[config.mk]
export PLATFORM = sky130hd
export DESIGN_NAME = errlat_top
export DESIGN_NICKNAME = d
export VERILOG_FILES = /design/src/rtl/errlat_pkg.sv /design/src/rtl/errlat_counter.sv /design/src/rtl/errlat_ctrl.sv /design/src/rtl/errlat_shadow.sv /design/src/rtl/errlat_top.sv
export SDC_FILE = /design/constraint.sdc
export NUM_CORES = 1
export LEC_CHECK = 0
export ABC_AREA = 1
export ABC_CLOCK_PERIOD_IN_PS = 2200
export BUFFER_PORTS_ARGS = -buffer_cell sky130_fd_sc_hd__buf_2
export CAP_MARGIN = 20
export CORE_ASPECT_RATIO = 2
export CORE_MARGIN = 1.5
export CORE_UTILIZATION = 40
export CTS_CLUSTER_DIAMETER = 150
export DETAILED_ROUTE_END_ITERATION = 8
export PLACE_DENSITY = 0.7
export SYNTH_ARGS = -nofsm -noshare
export SYNTH_HDL_FRONTEND = slang
export SYNTH_SLANG_ARGS = --single-unit
export TNS_END_PERCENT = 100
[constraint.sdc]
create_clock -name clk -period 2.2 [get_ports clk]
set_clock_uncertainty 0.1 [all_clocks]
set_input_delay 0.33 -clock clk [delete_from_list [all_inputs] [get_ports clk]]
set_output_delay 0.33 -clock clk [all_outputs]
set_load 0.02 [all_outputs]
[src/rtl/errlat_pkg.sv]
package errlat_pkg;
    localparam int CNT_W  = 16;
    localparam int BYTE_W = 8;
    typedef logic [CNT_W-1:0] cnt_t;
    localparam cnt_t CNT_MAX = '1;

    typedef struct packed {
        logic clr;       // restart counter this edge
        logic buf_load;  // copy counter into buffer this edge
        logic hold;      // registered hold bit
    } ctl_t;

    function automatic cnt_t next_count(cnt_t cur, logic clr, logic err);
        if (clr)
            return err ? cnt_t'(1) : cnt_t'(0);
        if (err && cur != CNT_MAX)
            return cur + cnt_t'(1);
        return cur;
    endfunction
endpackage

[src/rtl/errlat_counter.sv]
module errlat_counter
    import errlat_pkg::*;
(
    input  logic clk,
    input  logic rst,
    input  logic err,
    input  logic clr,
    output cnt_t cnt
);
    always_ff @(posedge clk) begin
        if (rst) cnt <= '0;
        else     cnt <= next_count(cnt, clr, err);
    end

    a_r6_no_wrap: assert property (@(posedge clk) disable iff (rst)
        (cnt == CNT_MAX && !clr) |=> cnt == CNT_MAX);
    a_r7_err_on_clear: assert property (@(posedge clk) disable iff (rst)
        (clr && err) |=> cnt == cnt_t'(1));
    a_r2_clear_zero: assert property (@(posedge clk) disable iff (rst)
        (clr && !err) |=> cnt == '0);
endmodule

[src/rtl/errlat_ctrl.sv]
module errlat_ctrl
    import errlat_pkg::*;
(
    input  logic clk,
    input  logic rst,
    input  logic sec_tick,
    input  logic periodic_mode,
    input  logic hold_wr,
    input  logic hold_wdata,
    input  logic flag_clr,
    input  logic rd_lo,
    input  logic rd_hi,
    output ctl_t ctl,
    output logic sec_flag
);
    logic hold_q;
    logic hold_rise;

    assign hold_rise    = hold_wr && hold_wdata && !hold_q;
    assign ctl.hold     = hold_q;
    assign ctl.clr      = hold_rise || (periodic_mode && sec_tick);
    assign ctl.buf_load = periodic_mode ? sec_tick : !hold_q;

    always_ff @(posedge clk) begin
        if (rst)          hold_q <= 1'b0;
        else if (hold_wr) hold_q <= hold_wdata;
        else if (rd_hi)   hold_q <= 1'b0;
    end

    always_ff @(posedge clk) begin
        if (rst)           sec_flag <= 1'b0;
        else if (sec_tick) sec_flag <= 1'b1;
        else if (flag_clr) sec_flag <= 1'b0;
    end

    a_r3_hi_read_releases: assert property (@(posedge clk) disable iff (rst)
        (rd_hi && !hold_wr) |=> !hold_q);
    a_r8_lo_read_inert: assert property (@(posedge clk) disable iff (rst)
        (rd_lo && !rd_hi && !hold_wr) |=> $stable(hold_q));
    a_r5_tick_sets_flag: assert property (@(posedge clk) disable iff (rst)
        sec_tick |=> sec_flag);
    a_r5_flag_sticky: assert property (@(posedge clk) disable iff (rst)
        (sec_flag && !flag_clr) |=> sec_flag);
endmodule

[src/rtl/errlat_shadow.sv]
module errlat_shadow
    import errlat_pkg::*;
(
    input  logic clk,
    input  logic rst,
    input  logic periodic_mode,
    input  logic sec_tick,
    input  ctl_t ctl,
    input  cnt_t cnt,
    output logic [BYTE_W-1:0] lo,
    output logic [BYTE_W-1:0] hi
);
    cnt_t shadow;

    always_ff @(posedge clk) begin
        if (rst)               shadow <= '0;
        else if (ctl.buf_load) shadow <= cnt;
    end

    assign lo = shadow[BYTE_W-1:0];
    assign hi = shadow[CNT_W-1:BYTE_W];

    a_r2_hold_freezes: assert property (@(posedge clk) disable iff (rst)
        (ctl.hold && !periodic_mode) |=> $stable(shadow));
    a_r4_tick_latch: assert property (@(posedge clk) disable iff (rst)
        (periodic_mode && sec_tick) |=> shadow == $past(cnt));
    a_r4_between_ticks: assert property (@(posedge clk) disable iff (rst)
        (periodic_mode && !sec_tick) |=> $stable(shadow));
endmodule

[src/rtl/errlat_top.sv]
module errlat_top
    import errlat_pkg::*;
(
    input  logic       clk,
    input  logic       rst,
    input  logic       err_pulse,
    input  logic       sec_tick,
    input  logic       periodic_mode,
    input  logic       hold_wr,
    input  logic       hold_wdata,
    input  logic       flag_clr,
    input  logic       rd_lo,
    input  logic       rd_hi,
    output logic [7:0] buf_lo,
    output logic [7:0] buf_hi,
    output logic       hold_bit,
    output logic       sec_flag
);
    ctl_t ctl;
    cnt_t cnt;

    errlat_ctrl u_ctrl (
        .clk(clk), .rst(rst), .sec_tick(sec_tick), .periodic_mode(periodic_mode),
        .hold_wr(hold_wr), .hold_wdata(hold_wdata), .flag_clr(flag_clr),
        .rd_lo(rd_lo), .rd_hi(rd_hi), .ctl(ctl), .sec_flag(sec_flag)
    );

    errlat_counter u_cnt (
        .clk(clk), .rst(rst), .err(err_pulse), .clr(ctl.clr), .cnt(cnt)
    );

    errlat_shadow u_shadow (
        .clk(clk), .rst(rst), .periodic_mode(periodic_mode), .sec_tick(sec_tick),
        .ctl(ctl), .cnt(cnt), .lo(buf_lo), .hi(buf_hi)
    );

    assign hold_bit = ctl.hold;
endmodule

; ---- Word-level counts from Yosys, hierarchy flattened
; Cells that the tools add are included.
[classes]
n_eq_ne = 1
n_reduce_logical = 9
n_addsub = 1
muxes = 15
[op_table]
columns = op, count
row1 = $mux 16, 4
row2 = $add 16x1->16 const B, 1
row3 = $ne 16x16->1 const B, 1
row4 = $mux 1, 11
row5 = $reduce_bool 2->1, 3
row6 = $logic_and 1x1->1, 4
row7 = $logic_not 1->1, 1
row8 = $logic_or 1x1->1, 1
[word_totals]
regBits = 34

; ---- Logic depth before layout (Yosys ltp)
[depth]
ltp_word = 9
depth_mapped = 11

; ---- Cells and area by module
; From an unflattened synthesis, not the netlist that was laid out.
[hier_totals]
hier_cells = 256
area_unflattened_um2 = 1697.9
[modules_own_cells]
columns = module, cells_each, seq_area_each_um2, area_each_um2, n_inst
row1 = errlat_counter, 142, 320.3, 933.4, 1
row2 = errlat_shadow, 101, 320.3, 670.6, 1
row3 = errlat_ctrl, 13, 40.0, 93.8, 1

; ---- Worst setup path before layout
; OpenSTA, ideal clock, no wires.
[synth_timing]
path_kind = register to register
startpoint = register u_cnt.cnt[1]
endpoint = register u_cnt.cnt[15]
setup_ps = 115
stages_incl_launch_ff = 10
slack_ps = 662
period_less_slack_ps = 1538
n_path_buf = 1
t_arrival_ps = 1323
path_cell_list = dfxtp_1 > ha_1 > nand2_1 > nor2_1 > nand2_2 > nor2_4 > nor2_4 > buf_6 > a21oi_1 > nor2_1
[synth_between]
elab_chain_cells = 6
[synth_lines]
columns = element, line
row1 = from (decl), errlat_counter.sv:8  ; output cnt_t cnt
row2 = from (signal assigned), errlat_counter.sv:12  ; else cnt <= next_count(cnt, clr, err);
row3 = branches (longest 6 deep; another with $add 16x1->16), -
; Parallel ways; which one is timed is not known. The select of a mux whose other input is x is not followed.
; A chain may end at the register's enable or synchronous reset.

; ---- Worst setup path in the final report
[layout_timing]
startpoint = register u_cnt.cnt[1]
endpoint = register u_cnt.cnt[12]
; Same word-level chain as after synthesis.

==> run_results.csv <==
group,metric,value,unit
clock_network,clock_path_buffers,2,
sta,fin_setup_tns,0,ps
finish,areaGrowthSynthToFinish,17.10,%
clock_network,post_cts.repair.setup_buffers,0,
clock_network,clock_latency,280,ps
clock_network,postCtsHoldBufs,0,
worst_setup_path,endpoint,"u_cnt.cnt[12]",
logic_synthesis,synth_cell_types,20,
global_route,grt_usage,0.1696,
clock_network,cts.sinks,34,
floorplanning,pin_count,28,
clock_network,clk_pin_slew,70,ps
logic_synthesis,synth_largest_area_cell,"dfxtp_1",
routing,totalWireLength,3.351,mm
power_and_ir_drop,ir_drop,0.3017,mV
clock_network,postCtsResizedCells,0,
global_route,grt_max_degree,31,
global_route,overflow,0,
floorplanning,row_count,32,
worst_setup_path,critPathArrivalTime,1940,ps
worst_setup_path,ff2ff_path_depth,9,
clock_network,root_buffer,"clkbuf_8",
placement,port_buffers,26,
finish,layout.cells.non_filler,311,
floorplanning,core-area,0.003804,mm^2
worst_setup_path,r2r-start,"u_cnt.cnt[1]",
logic_synthesis,synth.top_cells.by_area,"dfxtp_1 43%, nand2_1 14%, nor2_1 11%, inv_1 7.1%, a211oi_1 6.2%",
logic_synthesis,synth-edff-count,0,
sta,final_hold_viol_count,0,
logic_synthesis,ys.flop_type,"dfxtp_1",
routing,final_antenna_net_count,0,
power_and_ir_drop,switchingPower,312.7,uW
placement,gp_congestion,0.9182,
worst_setup_path,critPathKind,"reg2reg",
worst_setup_path,worstReg2RegEnd,"u_cnt.cnt[12]",
floorplanning,start_util,0.4155,
floorplanning,fp.dieH,91.89,um
worst_hold_path,hold_class,"in2reg",
power_and_ir_drop,clock_power_share,0.376,
sta,drv_slew,0,
finish,fillers,397,
routing,drt_iter0_drc,20,
run,max_cap_violations,0,
global_route,grt_pass1_vias,1347,
finish,diodes,0,
finish,final_common_cell,"nand2_1",
logic_synthesis,yosysTopAreaCellShare,0.4307,
run_status,status,"finished clean",
floorplanning,die_x,47.45,um
worst_setup_path,cp_max_fo,4,
sta,hold_ws,172.4,ps
routing,first_pass_iters,4,
routing,via_per_inst,4.772,
worst_setup_path,rrSetupSlack,390,ps
logic_synthesis,syn_area,0.001580,mm^2
global_route,antenna_found_initial,0,
routing,drc,0,
power_and_ir_drop,p_seq_frac,0.519,
sta,max_slew_margin,0.6515,
sta,fin_crit,1814,ps
finish,final_layout_size_suffix_gt1_frac,0.1769,
logic_synthesis,synthArstFlopShare,0,
worst_setup_path,endpoint_kind,"flop",
logic_synthesis,synthCells,231,
worst_setup_path,critPathLaunchType,"flop",
sta,finalCritPeriodShare,0.8247,
clock_network,h-tree-depth,2,
placement,placed_cells,302,
logic_synthesis,ys_ff_latch,34,
power_and_ir_drop,p_int,933.5,uW
finish,fin_nets,270,
power_and_ir_drop,power_density,673.4,mW/mm^2
finish,finish.utilization,0.4865,
logic_synthesis,ys_warn_count,0,
worst_setup_path,critPathLaunch,"u_cnt.cnt[1]",
worst_setup_path,crit_required,2330,ps
power_and_ir_drop,combPwrFrac,0.105,
finish,final_cell_mix,"57 x nand2_1, 47 x nor2_1, 34 x dfxtp_1, 30 x inv_1, 26 x buf_2",
power_and_ir_drop,switching_share,0.2509,
clock_network,cts_tree,"yes",
logic_synthesis,avgSynthCellArea,6.841,um^2
sta,worst_slew_pin_slew,522.7,ps
sta,fmax,0.5512,GHz
logic_synthesis,yosysSeqAreaShare,0.4307,
sta,finalSetupViolations,0,
floorplanning,die_area,0.004360,mm^2
routing,post_drt_wl_per_cell,10.77,um
routing,num_vias,1484,
clock_network,numCtsBuffers,5,
global_route,grt_first_pass_wirelength,5.451,mm
logic_synthesis,syn_nets,242,
sta,rsz0062_at_grt,"no",
power_and_ir_drop,total_leakage_power,0.0008048,uW
placement,detailed_place_hpwl,2.512,mm
-- worst min-delay path by stage --
stage	depth (start not counted)	slack, ps	startpoint	end
floorplan	2	350	sec_tick	u_ctrl.sec_flag
finish	3	170	sec_tick	u_ctrl.sec_flag
CTS	3	180	sec_tick	u_ctrl.sec_flag
detailed placement	2	350	u_shadow.shadow[1]	u_shadow.shadow[1]
global route	3	180	sec_tick	u_ctrl.sec_flag
global placement	2	350	u_shadow.shadow[1]	u_shadow.shadow[1]
-- layout make-up --
class                           instances  area (um^2)  area share
Clock inverter                          1        5.005    0.002705
Tap cell                               51        63.81     0.03448
Multi-Input combinational cell        159        745.7      0.4030
Sequential cell                        34        680.7      0.3678
Inverter                               31        116.4     0.06288
Timing Repair Buffer                   28        152.6     0.08249
Clock buffer                            7        86.33     0.04665
-- power by group through the flow --
stage,Clock [uW],Combinational [uW],Sequential [uW]
after global routing,516,146,651
final,468,131,647
after detailed placement,0,128,662
after CTS,482,129,647
after global placement,0,126,661
after floorplan,0,67.3,683
-- synthesized netlist by cell type, types with 2 or more instances --
| cell | count |
|---|---|
| buf_6 | 2 |
| nand4_1 | 4 |
| nor2_4 | 2 |
| nand2_2 | 3 |
| inv_1 | 30 |
| nand3_1 | 10 |
| nor2_2 | 2 |
| a21oi_1 | 8 |
| clkbuf_1 | 5 |
| nand2_1 | 57 |
| nor2_1 | 47 |
| dfxtp_1 | 34 |
| a211oi_1 | 13 |
| o21ai_0 | 6 |
| nor3_1 | 3 |
-- cell families after synthesis --
kind of cell,Yosys count,share of synthesized area
buffers and inverters,38,0.09976
adder cells (fa/ha/maj),1,0.007916
flip-flops,34,0.4307
AND/OR/NAND/NOR,130,0.3508
AO/OA/AOI/OAI,28,0.1108
-- through the flow --
stage | power (uW) | worst slack, ps | area, um^2
after floorplan | 750.8 | 662.0 | 1580
after global placement | 787.3 | 339.6 | 1744
after detailed placement | 789.6 | 308.5 | 1744
after CTS | 1258 | 381.4 | 1836
after global routing | 1313 | 274.1 | 1851
final | 1246 | 385.6 | 1851
-- sequential cells by signal, summed over array words and instances (netlist names) --
register         count
u_ctrl.sec_flag      1
u_ctrl.hold_q        1
u_cnt.cnt           16
u_shadow.shadow     16
-- worst max-delay path, cell delays in order (launching register included) --
cell and delay, ps:
dfxtp_1 390, ha_1 250, nand2_1 70, nor2_1 190, nand2_2 140, nor3_1 320
nand2_1 110, nand2_1 80, inv_1 40, nor2_1 80
-- routing by layer --
metal | part of all wire | track usage | vias to the layer above
met5 | 0 | 0 | -
met4 | 0.047 | 0.1042 | 0
met3 | 0.028 | 0.02953 | 12
met2 | 0.55 | 0.2973 | 30
met1 | 0.37 | 0.1661 | 659
li1 | - | - | 783
No activity file was read; power rests on OpenSTA's default activity.
